$ cat config.mk
export PLATFORM = sky130hd
export DESIGN_NAME = row_conv8
export DESIGN_NICKNAME = d
export VERILOG_FILES = /design/src/rtl/conv8_pkg.sv /design/src/rtl/conv8_ctrl.sv /design/src/rtl/conv8_ring.sv /design/src/rtl/conv8_mac.sv /design/src/rtl/row_conv8.sv
export SDC_FILE = /design/constraint.sdc
export NUM_CORES = 1
export LEC_CHECK = 0
export BUFFER_PORTS_ARGS = -buffer_cell sky130_fd_sc_hd__buf_2
export CAP_MARGIN = 25
export CORE_ASPECT_RATIO = 1.5
export CORE_MARGIN = 10
export CORE_UTILIZATION = 40
export DETAILED_ROUTE_END_ITERATION = 7
export GPL_ROUTABILITY_DRIVEN = 1
export PLACE_DENSITY = 0.62
export SYNTH_ARGS = -nofsm -noshare
export SYNTH_HDL_FRONTEND = slang
export SYNTH_HIERARCHICAL = 1
export SYNTH_SLANG_ARGS = --single-unit
export TNS_END_PERCENT = 10
$ cat constraint.sdc
create_clock -name clk -period 5.3 [get_ports clk]
set_clock_uncertainty 0.1 [all_clocks]
set_input_delay 0.795 -clock clk [delete_from_list [all_inputs] [get_ports clk]]
set_output_delay 0.795 -clock clk [all_outputs]
set_load 0.05 [all_outputs]
$ cat src/rtl/conv8_pkg.sv
package conv8_pkg;

    localparam int TAPS   = 8;
    localparam int SLOT_W = $clog2(TAPS);

    typedef enum logic [1:0] {
        ST_IDLE,
        ST_PRELOAD,
        ST_STREAM,
        ST_DISCARD
    } conv8_state_e;

    // fixed kernel, tap 0 first
    function automatic int unsigned tap_coef(input int unsigned tap);
        case (tap)
            0: return 1;
            1: return 0;
            2: return 1;
            3: return 2;
            4: return 2;
            5: return 1;
            6: return 0;
            default: return 1;
        endcase
    endfunction

    function automatic int unsigned coef_sum();
        int unsigned s;
        s = 0;
        for (int t = 0; t < TAPS; t++) s += tap_coef(t);
        return s;
    endfunction

endpackage

$ cat src/rtl/conv8_ctrl.sv
module conv8_ctrl
    import conv8_pkg::*;
#(
    parameter int W = 16
) (
    input  logic              clk,
    input  logic              rst_n,
    input  logic              in_valid,
    input  logic              in_sol,
    output logic              wr_en,
    output logic [SLOT_W-1:0] wr_slot,
    output logic              emit,
    output logic [SLOT_W-1:0] tap_base
);

    localparam int CW = (W > 1) ? $clog2(W) : 1;
    localparam logic [CW-1:0]     LAST_COL  = CW'(W - 1);
    localparam logic [SLOT_W-1:0] LAST_PRE  = SLOT_W'(TAPS - 2);

    conv8_state_e      state, state_nxt;
    logic [SLOT_W-1:0] wr_ptr;
    logic [SLOT_W-1:0] fill_cnt;
    logic [CW-1:0]     col;
    logic              start;

    assign start = in_valid && in_sol;

    // state register
    always_ff @(posedge clk or negedge rst_n) begin
        if (!rst_n) state <= ST_IDLE;
        else        state <= state_nxt;
    end

    // next state
    always_comb begin
        state_nxt = state;
        if (start) begin
            state_nxt = ST_PRELOAD;
        end else if (in_valid) begin
            unique case (state)
                ST_IDLE:    state_nxt = ST_IDLE;
                ST_PRELOAD: if (fill_cnt == LAST_PRE) state_nxt = ST_STREAM;
                ST_STREAM:  if (col == LAST_COL) state_nxt = ST_DISCARD;
                ST_DISCARD: state_nxt = ST_DISCARD;
                default:    state_nxt = ST_IDLE;
            endcase
        end
    end

    // outputs
    always_comb begin
        wr_en = 1'b0;
        emit  = 1'b0;
        if (start) begin
            wr_en = 1'b1;
        end else if (in_valid) begin
            unique case (state)
                ST_PRELOAD: wr_en = 1'b1;
                ST_STREAM:  begin wr_en = 1'b1; emit = 1'b1; end
                default:    ;
            endcase
        end
        wr_slot  = start ? '0 : wr_ptr;
        // in STREAM, wr_ptr = (c+7) mod 8, so c mod 8 = wr_ptr+1
        tap_base = wr_ptr + SLOT_W'(1);
    end

    // row counters
    always_ff @(posedge clk or negedge rst_n) begin
        if (!rst_n) begin
            wr_ptr   <= '0;
            fill_cnt <= '0;
            col      <= '0;
        end else if (start) begin
            wr_ptr   <= SLOT_W'(1);
            fill_cnt <= SLOT_W'(1);
            col      <= '0;
        end else if (wr_en) begin
            wr_ptr <= wr_ptr + SLOT_W'(1);
            if (state == ST_PRELOAD) fill_cnt <= fill_cnt + SLOT_W'(1);
            if (emit)                col      <= col + CW'(1);
        end
    end

endmodule

$ cat src/rtl/conv8_ring.sv
module conv8_ring
    import conv8_pkg::*;
#(
    parameter int SAMP_W = 8
) (
    input  logic                          clk,
    input  logic                          rst_n,
    input  logic                          wr_en,
    input  logic [SLOT_W-1:0]             wr_slot,
    input  logic [SAMP_W-1:0]             wr_data,
    output logic [TAPS-1:0][SAMP_W-1:0]   slots
);

    logic [TAPS-1:0] hit;

    for (genvar g = 0; g < TAPS; g++) begin : g_sel
        assign hit[g] = wr_en && (wr_slot == SLOT_W'(g));
    end

    always_ff @(posedge clk or negedge rst_n) begin
        if (!rst_n) begin
            slots <= '0;
        end else begin
            for (int s = 0; s < TAPS; s++)
                if (hit[s]) slots[s] <= wr_data;
        end
    end

endmodule

$ cat src/rtl/conv8_mac.sv
module conv8_mac
    import conv8_pkg::*;
#(
    parameter int SAMP_W = 8,
    parameter int OUT_W  = 12
) (
    input  logic                          clk,
    input  logic                          rst_n,
    input  logic [TAPS-1:0][SAMP_W-1:0]   slots,
    input  logic [SAMP_W-1:0]             new_data,
    input  logic [SLOT_W-1:0]             tap_base,
    input  logic                          emit,
    output logic                          out_valid,
    output logic [OUT_W-1:0]              out_data
);

    logic [TAPS-1:0][OUT_W-1:0] term;
    logic [OUT_W-1:0]           sum;

    for (genvar dc = 0; dc < TAPS; dc++) begin : g_tap
        localparam logic [SLOT_W-1:0] OFF = SLOT_W'(dc);
        localparam logic [OUT_W-1:0]  CF  = OUT_W'(tap_coef(dc));
        logic [SLOT_W-1:0] idx;
        logic [SAMP_W-1:0] smp;
        assign idx = tap_base + OFF;
        if (dc == TAPS - 1) begin : g_new
            // slot (c+7) mod 8 is being written this cycle: bypass it
            assign smp = new_data;
        end else begin : g_old
            assign smp = slots[idx];
        end
        assign term[dc] = OUT_W'(smp) * CF;
    end

    always_comb begin
        sum = '0;
        for (int t = 0; t < TAPS; t++) sum = sum + term[t];
    end

    always_ff @(posedge clk or negedge rst_n) begin
        if (!rst_n) begin
            out_valid <= 1'b0;
            out_data  <= '0;
        end else begin
            out_valid <= emit;
            if (emit) out_data <= sum;
        end
    end

endmodule

$ cat src/rtl/row_conv8.sv
module row_conv8
    import conv8_pkg::*;
#(
    parameter int W      = 16,
    parameter int SAMP_W = 8,
    parameter int OUT_W  = 12
) (
    input  logic              clk,
    input  logic              rst_n,
    input  logic              in_valid,
    input  logic              in_sol,
    input  logic [SAMP_W-1:0] in_data,
    output logic              out_valid,
    output logic [OUT_W-1:0]  out_data
);

    logic                        wr_en;
    logic [SLOT_W-1:0]           wr_slot;
    logic                        emit;
    logic [SLOT_W-1:0]           tap_base;
    logic [TAPS-1:0][SAMP_W-1:0] slots;

    conv8_ctrl #(.W(W)) u_ctrl (
        .clk      (clk),
        .rst_n    (rst_n),
        .in_valid (in_valid),
        .in_sol   (in_sol),
        .wr_en    (wr_en),
        .wr_slot  (wr_slot),
        .emit     (emit),
        .tap_base (tap_base)
    );

    conv8_ring #(.SAMP_W(SAMP_W)) u_ring (
        .clk     (clk),
        .rst_n   (rst_n),
        .wr_en   (wr_en),
        .wr_slot (wr_slot),
        .wr_data (in_data),
        .slots   (slots)
    );

    conv8_mac #(.SAMP_W(SAMP_W), .OUT_W(OUT_W)) u_mac (
        .clk       (clk),
        .rst_n     (rst_n),
        .slots     (slots),
        .new_data  (in_data),
        .tap_base  (tap_base),
        .emit      (emit),
        .out_valid (out_valid),
        .out_data  (out_data)
    );

endmodule

# == After elaboration in Yosys (flattened, before gate mapping) ==
# Cells that the tools add are included.
# op_classes
eq_ne,14
order_cmp,5
n_reduce_logical,19
n_bitwise,0
n_mul,0
add_sub_neg,12
n_mux,30
div_mod_pow,0
shift,0
# ops
op,count
$bmux 8 s3,5
$mux 8,5
$add 12x8->12,2
$add 12x9->12,2
$lt 3x4->1 const B,5
$mux 3,6
$eq 3x3->1 const B,5
$mux 4,3
$add 8x8->9,1
$logic_and 1x1->1,9
$mux 2,4
$pmux 2 s4,1
$reduce_bool 2->1,4
$add 3x1->3 const B,2
$add 3x2->3 const B,2
$add 3x3->3 const B,2
$eq 3x2->1 const B,2
$mux 1,6
$ne 3x1->1 const B,2
$add 4x1->4 const B,1
$eq 2x2->1 const B,2
$eq 4x4->1 const B,1
$reduce_and 2->1,2
$eq 3x1->1 const B,1
other kinds (5),5
# totals
romBits,0
latch_bits,0
regBits,89
in_bits,12
word_cells,94
mem_count,0
output_inout_bits,13
ramBits,0

# == Logic depth before layout (Yosys ltp) ==
# depth
depth_word,9
depth_mapped,20
mapped_depth_nobuf,17

# == Cells and area by module ==
# The synthesis kept the hierarchy.
# modules_own_cells
module,seq_area_each_um2,cells_each,area_each_um2,instances
conv8_mac,325.3,297,3588.4,1
conv8_ring,1601.5,143,2452.4,1
conv8_ctrl,300.3,79,773.2,1

# == Worst setup path before layout ==
# Ideal clock, no wire load.
# synth_path
path_kind,register to register
from,register u_ctrl.wr_ptr[0]
to,register u_mac.out_data[8]
arrival_ps,5562
required_ps,5084
slack_ps,-478
path_stages_with_launch,20
setup_time_ps,116
cell_sequence,dfrtp_1 > ha_1 > buf_2 > buf_2 > buf_2 > inv_1 > ha_1 > buf_2 > buf_1 > mux4_2 > fa_1 > fa_1 > inv_1 > fa_1 > ha_1 > fa_1 > a211oi_1 > o21ai_0 > a2111o_1 > o311ai_0
# synth_between
elab_chain_len,9
word_cells_on_any_way,20
classes_between,add/sub (10); mux (10)
# synth_rtl
item,line_no,source
from (decl),conv8_ctrl.sv:21,logic [SLOT_W-1:0] wr_ptr;
from (signal assigned),conv8_ctrl.sv:79,wr_ptr <= wr_ptr + SLOT_W'(1);
$add 3x1->3 *,conv8_ctrl.sv:65,tap_base = wr_ptr + SLOT_W'(1);
net tap_base[1],row_conv8.sv:20,logic [SLOT_W-1:0] tap_base;
$add 3x2->3,conv8_mac.sv:25,assign idx = tap_base + OFF;
$bmux 8 s3,conv8_mac.sv:30,assign smp = slots[idx];
$mux 8 (implied by the code),conv8_mac.sv:30,
$add 8x8->9,conv8_mac.sv:37,for (int t = 0; t < TAPS; t++) sum = sum + term[t];
$add 12x9->12 (2 in series),conv8_mac.sv:37,
$add 12x8->12 * (2 in series),conv8_mac.sv:37,
to (signal assigned),conv8_mac.sv:46,if (emit) out_data <= sum;
to (decl),conv8_mac.sv:14,output logic [OUT_W-1:0] out_data
# The timed path passes the listed nets; every way through them passes the cells marked *. The select of a mux whose other input is x is not followed.
# A chain may end at the register's enable or synchronous reset.

# == Final worst setup path ==
# Ends and elaborated chain as after synthesis.

==> results.sh <==
export IMPL_status="complete, no violations"
export IMPL_final_fill_count=1524
export IMPL_cts_buffer_depth=2
export IMPL_timing_critical_path_required_ns=5.44
export IMPL_via_count=4394
export IMPL_max_freq_mhz=197
export IMPL_multiInputGateArea_sq_mm=0.00427
export IMPL_critical_path_startpoint_type="flip-flop"
export IMPL_hold_viol=0
export IMPL_cpLargestDelayFamily="adder cells"
export IMPL_relSlewSlack_pct=32.0
export IMPL_clock_sinks=89
export IMPL_regToRegSetupSlack_ns=0.22
export IMPL_min_period_ns=5.08
export IMPL_synth_warnings=6
export IMPL_grt_pass1_vias=4704
export IMPL_h_tree_depth=3
export IMPL_final_max_slew_viol_count=0
export IMPL_boundaryPins=25
export IMPL_finalCritPeriodShare_pct=95.9
export IMPL_core_region_area_sq_mm=0.0168
export IMPL_slowest_delay_ns=0.49
export IMPL_worstPathMaxFanout=17
export IMPL_synth_main_ff_cell="dfrtp_1"
export IMPL_die_height_um=180
export IMPL_syn_area_per_cell_sq_um=13.1
export IMPL_grt_max_degree=47
export IMPL_cap_violations=0
export IMPL_ys_seq_area_share_pct=32.7
export IMPL_synth_cell_types=54
export IMPL_grt_overflow_total=0
export IMPL_antenna_cells=0
export IMPL_clock_latency_ns=0.35
export IMPL_nNetsFinal=605
export IMPL_drcViolationCount=0
export IMPL_path_clk_slew_ns=0.07
export IMPL_start_util_pct=40.6
export IMPL_portBuffers=24
export IMPL_place_congestion=0.817
export IMPL_final_seq_area_sq_mm=0.00223
export IMPL_synth_edff_count=0
export IMPL_end_kind="flip-flop"
export IMPL_cts_buffers=9
export IMPL_syn_area_sq_mm=0.00681
export IMPL_worstReg2RegEnd="u_mac/out_data[8]"
export IMPL_grt_pass1_wl_um=25000
export IMPL_ant_nets=0
export IMPL_path_buf_inv=3
export IMPL_setup_viol=0
export IMPL_cts_root_buffer="clkbuf_16"
export IMPL_worst_pin_slew_ns=1.02
export IMPL_wire_per_inst_um=19.9
export IMPL_cp_arrival_ns=5.22
export IMPL_dp_hpwl_um=11200
export IMPL_synth_cells=519
export IMPL_drt_iter0_drc=249
export IMPL_hold_class="input port to asynchronous set/reset pin"
export IMPL_cpMostUsedCell="fa_1"
export IMPL_die_w_um=127
export IMPL_crit_path_top_delay_cell="fa_1"
export IMPL_grtUsageTotal_pct=13.6
export IMPL_critical_path_class="flip-flop to flip-flop"
export IMPL_drive_gt1_share_pct=37.3
export IMPL_die_area_sq_mm=0.0228
export IMPL_r2r_start="u_ctrl/wr_ptr[0]"
export IMPL_rsz0062_at_grt="no"
export IMPL_cts_tree="done"
export IMPL_syn_nets=585
export IMPL_syn_to_final_growth_pct=10.8
export IMPL_drt_total_wl_um=15000
export IMPL_rows=58
export IMPL_viasPerCell=5.83
export IMPL_antenna_found_initial=1
export IMPL_path_cells="ha_4 -> buf_8 -> ha_1 -> xnor2_2 -> buf_4 -> mux4_2 -> fa_1 -> inv_1 -> fa_1 -> fa_1 -> ha_1 -> fa_2 -> a211oi_2 -> o21ai_1 -> a2111o_1 -> o311ai_0"
export IMPL_drtPass1Iterations=6
export IMPL_fin_setup_tns_ns=0
export IMPL_synth_seq_cells=89
export IMPL_reg2reg_depth=16
export IMPL_synthArstFlopShare_pct=100
Yosys cell counts, types with 2 or more instances:
| library cell | n | area [sq um] |
|---|---|---|
| nand4b_1 | 4 | 35.0 |
| a32o_1 | 2 | 20.0 |
| nand3_1 | 4 | 20.0 |
| buf_1 | 2 | 7.51 |
| or2_2 | 2 | 12.5 |
| a211oi_1 | 5 | 37.5 |
| a2bb2oi_1 | 2 | 17.5 |
| dfrtp_1 | 89 | 2230 |
| a21oi_1 | 9 | 45.0 |
| o2bb2ai_1 | 3 | 26.3 |
| clkbuf_1 | 3 | 11.3 |
| xnor2_1 | 2 | 17.5 |
| buf_4 | 5 | 37.5 |
| a21o_1 | 4 | 30.0 |
| o21ai_0 | 15 | 75.1 |
| inv_1 | 61 | 229 |
| a41oi_1 | 2 | 17.5 |
| mux2i_1 | 45 | 450 |
| mux2_2 | 80 | 901 |
| nor4bb_1 | 3 | 30.0 |
| mux4_2 | 51 | 1150 |
| nand2b_1 | 2 | 12.5 |
| nand4_1 | 3 | 18.8 |
| buf_6 | 6 | 67.6 |
| fa_1 | 31 | 621 |
| and2_1 | 2 | 12.5 |
| nor3_1 | 2 | 10.0 |
| xor2_1 | 3 | 26.3 |
| nand2_1 | 10 | 37.5 |
| and2_2 | 2 | 15.0 |
| and3_1 | 3 | 18.8 |
| nor2_1 | 7 | 26.3 |
| ha_1 | 23 | 288 |
| buf_2 | 12 | 60.1 |
what timing repair did:
action                     4_1_cts  5_1_grt
hold endpoints to repair         0        0
hold buffers                     0        0
setup buffers                    0        1
setup endpoints to repair        0        5
gates resized for setup          0        5
state kept, by name, indices dropped and copies added (netlist names):
name,flops
u_ring/slots,64
u_ctrl/wr_ptr,3
u_ctrl/col,4
u_ctrl/fill_cnt,3
u_ctrl/state,2
u_mac/out_data,12
u_mac/out_valid,1
per-stage QoR:
stage / setup WS (ns) / hold WS [ns] / utilization, % / cells / cell area (sq um)
finish: 0.217 / 0.354 / 45.0 / 754 / 7550
global route: 0.00559 / 0.398 / 45.0 / 754 / 7550
CTS: 0.101 / 0.367 / 44.8 / 753 / 7510
detailed placement: 0.124 / 0.372 / 43.0 / 737 / 7210
global placement: 0.222 / 0.364 / 43.0 / 737 / 7210
floorplan: 0.00135 / 0.391 / - / 519 / 6860
cell families (layout without fill, tap and decap cells):
| kind of cell | count (synthesis) | after routing | synth area share (%) |
|---|---|---|---|
| AND/OR/NAND/NOR | 51 | 51 | 4.81 |
| buffers and inverters | 91 | 116 | 6.17 |
| adder cells (fa/ha/maj) | 54 | 54 | 13.3 |
| XOR/XNOR | 6 | 6 | 1.05 |
| flip-flops | 89 | 89 | 32.7 |
| multiplexers | 176 | 176 | 36.7 |
| AO/OA/AOI/OAI | 52 | 52 | 5.27 |
layer usage:
layer | global-route usage, % | vias up | part of all wire [%]
li1 | - | 1950 | -
met1 | 15.3 | 2321 | 40
met3 | 2.77 | 25 | 4.0
met5 | 0 | - | 0.047
met2 | 24.2 | 96 | 54
met4 | 5.66 | 2 | 2.4
final cells by class:
type                            instances  share of cell area [%]
Multi-Input combinational cell        339                    56.6
Sequential cell                        89                    29.5
Tap cell                              210                    3.48
Timing Repair Buffer                   37                    3.18
Inverter                               63                    3.15
Clock buffer                            9                    2.98
Clock inverter                          7                    1.11
cell usage in the layout (no fill, tap or decap), types with 12 or more instances in the layout:
master,count
inv_1,60
fa_1,30
ha_1,21
dfrtp_1,89
buf_4,12
mux2_2,80
o21ai_0,13
buf_2,23
mux4_2,51
mux2i_1,45
how the worst max path moves through the flow:
stage,from,endpoint,cells past startpoint
2_1_floorplan,u_ctrl/wr_ptr[0],u_mac/out_data[8],18
3_3_place_gp,u_ctrl/wr_ptr[0],u_mac/out_data[8],16
4_1_cts,u_ctrl/wr_ptr[0],u_mac/out_data[8],16
5_1_grt,u_ctrl/wr_ptr[0],u_mac/out_data[9],15
3_5_place_dp,u_ctrl/wr_ptr[0],u_mac/out_data[8],16
6_report,u_ctrl/wr_ptr[0],u_mac/out_data[8],16
Power is not shown: default switching activity piles up to over one toggle a cycle in this logic, so the estimate is an artifact.
